File: config.mk
export PLATFORM = sky130hd
export DESIGN_NAME = rom_bank_switch
export DESIGN_NICKNAME = d
export VERILOG_FILES = /design/src/rtl/rbs_pkg.sv /design/src/rtl/rbs_knock.sv /design/src/rtl/rbs_bank_regs.sv /design/src/rtl/rbs_status_mux.sv /design/src/rtl/rom_bank_switch.sv
export SDC_FILE = /design/constraint.sdc
export NUM_CORES = 1
export LEC_CHECK = 0
export ABC_CLOCK_PERIOD_IN_PS = 5450
export BUFFER_PORTS_ARGS = -buffer_cell sky130_fd_sc_hd__buf_2
export CAP_MARGIN = 20
export CORE_MARGIN = 4
export CORE_UTILIZATION = 51
export CTS_BUF_LIST = sky130_fd_sc_hd__clkbuf_4 sky130_fd_sc_hd__clkbuf_8
export DETAILED_ROUTE_END_ITERATION = 8
export PLACE_DENSITY = 0.87
export SYNTH_ARGS = -nofsm -noshare
export SYNTH_HDL_FRONTEND = slang
export SYNTH_SLANG_ARGS = --single-unit
File: constraint.sdc
create_clock -name clk_i -period 5.45 [get_ports clk_i]
set_input_delay 0.545 -clock clk_i [delete_from_list [all_inputs] [get_ports clk_i]]
set_output_delay 0.545 -clock clk_i [all_outputs]
set_load 0.05 [all_outputs]
File: src/rtl/rbs_pkg.sv
package rbs_pkg;
  localparam int ADDR_W  = 16;
  localparam int BANK_W  = 4;
  localparam int DATA_W  = 8;
  localparam int SEQ_LEN = 3;
  localparam int STEP_W  = $clog2(SEQ_LEN);

  typedef logic [ADDR_W-1:0] addr_t;
  typedef logic [BANK_W-1:0] bank_t;
  typedef logic [DATA_W-1:0] byte_t;

  localparam addr_t KNOCK_A = 16'hCACA;
  localparam addr_t KNOCK_B = 16'hCAFE;

  function automatic addr_t knock_addr(input int idx);
    case (idx)
      SEQ_LEN - 1: knock_addr = KNOCK_B;
      default:     knock_addr = KNOCK_A;
    endcase
  endfunction
endpackage

File: src/rtl/rbs_knock.sv
module rbs_knock
  import rbs_pkg::*;
(
  input  logic  clk_i,
  input  logic  rst_ni,
  input  addr_t addr_i,
  input  logic  track_i,   // examined access, not in setup
  input  logic  clear_i,   // examined access while in setup
  output logic  unlock_o
);
  localparam int SLOTS = 1 << STEP_W;

  logic [STEP_W-1:0] step_q;
  logic [SLOTS-1:0]  match;
  logic              hit, last;

  for (genvar k = 0; k < SLOTS; k++) begin : g_match
    if (k < SEQ_LEN) begin : g_live
      assign match[k] = (addr_i == knock_addr(k));
    end else begin : g_pad
      assign match[k] = 1'b0;
    end
  end

  assign hit      = match[step_q];
  assign last     = (step_q == STEP_W'(SEQ_LEN - 1));
  assign unlock_o = track_i & hit & last;

  always_ff @(posedge clk_i or negedge rst_ni) begin
    if (!rst_ni) begin
      step_q <= '0;
    end else if (track_i) begin
      // mismatch restarts without re-testing against element 0
      if (hit && !last) step_q <= step_q + 1'b1;
      else              step_q <= '0;
    end else if (clear_i) begin
      step_q <= '0;
    end
  end
endmodule

File: src/rtl/rbs_bank_regs.sv
module rbs_bank_regs
  import rbs_pkg::*;
(
  input  logic  clk_i,
  input  logic  rst_ni,
  input  logic  unlock_i,
  input  logic  sys_ld_i,
  input  logic  txt_ld_i,
  input  bank_t nibble_i,
  output bank_t sys_bank_o,
  output bank_t text_bank_o
);
  bank_t sys_q, txt_q;

  always_ff @(posedge clk_i or negedge rst_ni) begin
    if (!rst_ni) begin
      sys_q <= '0;
      txt_q <= '0;
    end else begin
      if (unlock_i)      sys_q <= '0;
      else if (sys_ld_i) sys_q <= nibble_i;
      if (txt_ld_i)      txt_q <= nibble_i;
    end
  end

  assign sys_bank_o  = sys_q;
  assign text_bank_o = txt_q;
endmodule

File: src/rtl/rbs_status_mux.sv
module rbs_status_mux
  import rbs_pkg::*;
#(
  parameter addr_t SYS_STAT_A = 16'hD034,
  parameter addr_t TXT_STAT_A = 16'hD02E,
  parameter addr_t ID0_A      = 16'hDFFE,
  parameter addr_t ID1_A      = 16'hDFFF,
  parameter byte_t SYS_TAG    = 8'hE0,
  parameter byte_t TXT_TAG    = 8'hD0,
  parameter byte_t ID0_VAL    = 8'h4A,
  parameter byte_t ID1_VAL    = 8'hCD
) (
  input  addr_t addr_i,
  input  logic  rd_en_i,   // examined read in setup mode
  input  bank_t sys_bank_i,
  input  bank_t text_bank_i,
  output logic  ovr_valid_o,
  output byte_t ovr_data_o
);
  localparam int PAD = DATA_W - BANK_W;

  always_comb begin
    ovr_valid_o = 1'b0;
    ovr_data_o  = '0;
    if (rd_en_i) begin
      ovr_valid_o = 1'b1;
      case (addr_i)
        SYS_STAT_A: ovr_data_o = SYS_TAG + {{PAD{1'b0}}, sys_bank_i};
        TXT_STAT_A: ovr_data_o = TXT_TAG + {{PAD{1'b0}}, text_bank_i};
        ID0_A:      ovr_data_o = ID0_VAL;
        ID1_A:      ovr_data_o = ID1_VAL;
        default:    ovr_valid_o = 1'b0;
      endcase
    end
  end
endmodule

File: src/rtl/rom_bank_switch.sv
module rom_bank_switch
  import rbs_pkg::*;
#(
  parameter addr_t LOW_LIMIT = 16'hC080,
  parameter addr_t SYS_WIN   = 16'hCEF0,
  parameter addr_t TXT_WIN   = 16'hCFD0
) (
  input  logic              clk_i,
  input  logic              rst_ni,
  input  logic [ADDR_W-1:0] addr_i,
  input  logic              valid_i,
  input  logic              rd_i,
  input  logic              fetch_i,
  output logic              ovr_valid_o,
  output logic [DATA_W-1:0] ovr_data_o,
  output logic [BANK_W-1:0] sys_bank_o,
  output logic [BANK_W-1:0] text_bank_o
);
  localparam addr_t WIN_MASK = ~addr_t'((1 << BANK_W) - 1);

  logic  examined, setup, unlock;
  bank_t sys_bank, text_bank;

  assign examined = valid_i & ~fetch_i & (addr_i >= LOW_LIMIT);
  assign setup    = (sys_bank == '0);

  rbs_knock u_knock (
    .clk_i    (clk_i),
    .rst_ni   (rst_ni),
    .addr_i   (addr_i),
    .track_i  (examined & ~setup),
    .clear_i  (examined & setup),
    .unlock_o (unlock)
  );

  rbs_bank_regs u_banks (
    .clk_i       (clk_i),
    .rst_ni      (rst_ni),
    .unlock_i    (unlock),
    .sys_ld_i    (examined & setup & ((addr_i & WIN_MASK) == SYS_WIN)),
    .txt_ld_i    (examined & setup & ((addr_i & WIN_MASK) == TXT_WIN)),
    .nibble_i    (addr_i[BANK_W-1:0]),
    .sys_bank_o  (sys_bank),
    .text_bank_o (text_bank)
  );

  rbs_status_mux u_stat (
    .addr_i      (addr_i),
    .rd_en_i     (examined & setup & rd_i),
    .sys_bank_i  (sys_bank),
    .text_bank_i (text_bank),
    .ovr_valid_o (ovr_valid_o),
    .ovr_data_o  (ovr_data_o)
  );

  assign sys_bank_o  = sys_bank;
  assign text_bank_o = text_bank;
endmodule

==> results.txt <==
- Measured against its own limit, the worst slew margin works out to 47.96%.
* Startpoint class of the critical path: flop
- Area growth from synthesis to final layout: 28.40%
- VDD sags by at most 0.1615 mV.
- Buffer levels on the longest clock path: 2
- Synthesis inferred 10 register bits.
- Summing the sequential cell areas from Yosys gives 30.86% of the chip area.
* Kind of capture point of the worst setup path: output pin
- Arr. time, crit path: about 2300 ps
- Depth of the critical timing path with buffers and inverters included: 5
- Post-synthesis mux area share: 5.556%
- Layout cells sized above 1: 35.11%
- After legalization and detailed placement, the total HPWL measured about 1.9 mm.
* Power per cell area: 160.8 nW/um^2
- Least-Margin Pin Slew: 778.8 ps
- Yosys warning total: 0
* Clock transition at path regs: 70 ps
- Broken down by cell family, the worst path's largest delay share belongs to simple AND/OR/NAND/NOR gates.
- The via count of the first global-routing pass was 860.
- After detailed placement, the total cell area comes to 1005 um^2.
- Mean cell area of the mapped netlist: 8.813 um^2
- Area fraction in compound gates after synthesis: 21.76%
- # Post-CTS Setup Buffers: 0
- Aggregate negative setup slack: 0 ps
- After detailed routing, the number of remaining DRC violations is 0.
- On the final layout, the worst clock skew is 8.884 ps.
- TritonCTS created 3 clock buffers.
- Proportion of register bits with asynchronous set or reset after synthesis: 100.0%
- Of the total synthesized cell area, the portion taken by XOR and XNOR cells is 0%.
- Routability-driven placement finished with a final weighted congestion of approximately 0.85.
- Clock tree from TritonCTS: done
- Syn Nets: 114
- In this run the critical register-to-register path is captured at u_banks.text_bank_o[2].
* First-pass iteration count of the detailed router: 4
* Initial core utilization: between 50 and 60%
* Delay of the slowest cell on the worst path: 570 ps
* Leading post-synthesis cells by cell area: dfrtp_1 (31%), mux2_1 (5.6%), nand2_1 (5.6%)
* Number of antenna violations at the first check in global routing: 0
- The run finished with clean final reports.
- Final total power: about 0.17 mW
* Worst Reg-to-Reg Cells: 4
- Along the worst path, the maximum fanout reaches 6.
- Port buffering added 37 buffers.
- The clock drives 10 sinks.
- Slack of the worst reg-to-reg path: ~3500 ps
* Total global routing overflow: 0
- From left edge to right edge, the die measures 47.87 um.
- After detailed routing, the number of vias per cell comes to about 6.4.
* Number of primary I/O pins: 38
* Quantity of hold-fixing buffers added after cts: 0
- Area enclosed by the die boundary: ~2300 um^2
- After the first detailed-routing iteration, the DRC count stood at 29.
* Crit path kind: flop to output pin
* Number of cells in the design after placement: 143
- Final cycle utilization of the critical path: a little over half
- Derived from the worst setup path, the maximum achievable clock frequency is about 0.35 GHz.
- Counting the fill cells in the layout gives 131.
- Summing all multi-input logic gate instances after layout gives 515.5 um^2.
* First-pass GRT wire length: 3.670 mm
* Clock latency of the later-clocked register in the worst-skew pair: 270 ps
- Row generation in the floorplan step produced 14 rows.
* Post-Syn Area: 810.8 um^2
- Commonest cells post-synth: nand2_1 (12), dfrtp_1 (10), inv_1 (9)
* CTS resizes: 0
* Count of pins over their slew limit: 0
* H-Tree Level Count: 1
* Most numerous cell in the Yosys netlist: nand2_1
* Number of different library cells in the post-synthesis netlist: 34
- Once detail routing completed, the nets flagged for antenna violations numbered 0.
- For this run, the total global-route usage over all layers was measured as 22.52%.
- The sequential cells in the finished layout cover a total of 250.2 um^2.
* Die height: 47.87 um
* RSZ-0062 raised after global routing: false
* Commonest register cell after synthesis: dfrtp_1
- In this run, synthesis inferred 0 flip-flops with an integrated enable.
- On the critical path, the stage with the largest delay is an instance of or4_4.
- Simple-Gate Fraction of Synth Area: between 30% and 40%
- Number of max-cap violations: 0
- The core region is 1506 um^2.
- Combinational family with the most area after synthesis: simple AND/OR/NAND/NOR gates
- The signal on the critical path passes through or4_4 > a211oi_4 > nand2_1 > a221oi_1 > buf_2.
- In this run the static leakage power is 0.5052 nW.
- In the final routed layout, each cell accounts on average for between 15 and 20 um.
- Final critical-path required period: 2856 ps
- Origin of the critical flop-to-flop path: u_banks.sys_bank_o[1]
* Diodes inserted: 0
* Adder-cell share of the synthesized area: between 1.5 and 2%
- CP Buf/Inv Count: 1
* Hold crit path type: input pin to async pin
* Gate count of the mapped netlist: 92
- Total number of vias: 937
- After synthesis, the largest area contributor takes up 30.86% of total cell area.
- Worst path required time: 4910 ps
* Final setup fails: 0
- Wires add up to 2.402 mm.
- Clock Root Buffer: clkbuf_4
- Net total in the final layout: 154
- Final count of hold timing violations: 0
- The finished cells cover 1041 um^2.
- Leading area contributor after synthesis: dfrtp_1
* Non-filler instance count after layout: 147
* Pin count of the biggest net entering global routing: 11
metrics by stage:
stage          utilization [%]  hold slack (ps)  setup WS [ps]
2_1_floorplan                -            249.4           2078
3_3_place_gp             66.69            408.3           2669
3_5_place_dp             66.69            412.4           2604
4_1_cts                  69.10            121.3           2583
5_1_grt                  69.10            124.7           2434
6_report                 69.10            122.3           2594
layer usage:
| metal | global-route usage, % | vias up | routed length (um) |
|---|---|---|---|
| li1 | - | 435 | - |
| met1 | 27.33 | 450 | 991 |
| met4 | 6.989 | 0 | 52 |
| met2 | 38.79 | 44 | 1180 |
| met5 | 0 | - | 0 |
| met3 | 5.639 | 8 | 178 |
layout make-up:
cell class | count | share of cell area [%]
clock buffers | 4 | 3.486
flip-flops and latches | 10 | 24.04
inverters | 9 | 3.245
multi-input cells | 71 | 49.52
well taps | 16 | 1.923
repair buffers | 37 | 17.79
cell families (layout without fill, tap and decap cells):
kind of cell / Yosys count / after routing
AO/OA/AOI/OAI: 22 / 22
adder cells (fa/ha/maj): 1 / 1
buffers and inverters: 11 / 50
flip-flops: 10 / 10
multiplexers: 4 / 4
AND/OR/NAND/NOR: 44 / 44
placed cells by master (no fill, tap or decap):
cell | netlist | final
buf_2 | 0 | 37
nand2_1 | 12 | 12
dfrtp_1 | 10 | 10
inv_1 | 9 | 9
nand3_1 | 4 | 4
a21oi_1 | 4 | 4
a22o_1 | 4 | 4
nor2_1 | 4 | 4
o22ai_1 | 4 | 4
mux2_1 | 4 | 4
nand4_1 | 3 | 3
nor4_1 | 3 | 3
a221oi_1 | 3 | 3
clkbuf_4 | 0 | 3
or3_1 | 2 | 2
nand4b_1 | 2 | 2
nor3_1 | 2 | 2
and4_1 | 2 | 2
nor4bb_1 | 2 | 2
o31ai_1 | 2 | 2
nand3b_1 | 1 | 1
and3b_1 | 1 | 1
nor3b_1 | 1 | 1
nor4_4 | 1 | 1
o21ai_2 | 1 | 1
or4_4 | 1 | 1
a211oi_4 | 1 | 1
nand4bb_1 | 1 | 1
nor4b_1 | 1 | 1
o2111a_1 | 1 | 1
o211ai_1 | 1 | 1
a21o_1 | 1 | 1
nand3_2 | 1 | 1
ha_1 | 1 | 1
clkbuf_8 | 0 | 1
registers in the layout, indices dropped and copies added, names as in the netlist:
register / cells
u_banks.sys_bank_o: 4
u_banks.text_bank_o: 4
u_knock.step_q: 2
power breakdown:
group	switching [mW]	total [mW]	internal [mW]
Sequential	0.000000566	0.0742	0.0742
Clock	0.0278	0.0684	0.0406
Combinational	0.0152	0.0248	0.00964
worst reg2reg max path, cell delays in order, from the launching register on:
cell      delay (ps)
dfrtp_1          410
or4_4            570
a211oi_4         320
nand3_2          190
mux2_1           360
worst max-delay path by stage:
stage / to / startpoint / slack, ps
finish: ovr_data_o[0] / u_banks.sys_bank_o[1] / 2590
global route: ovr_data_o[0] / u_banks.sys_bank_o[0] / 2430
CTS: ovr_data_o[2] / u_banks.sys_bank_o[1] / 2580
detailed placement: ovr_data_o[2] / addr_i[11] / 2600
global placement: ovr_data_o[2] / addr_i[11] / 2670
floorplan: ovr_data_o[0] / u_banks.sys_bank_o[1] / 2080
No activity file was read; power rests on OpenSTA's default activity.
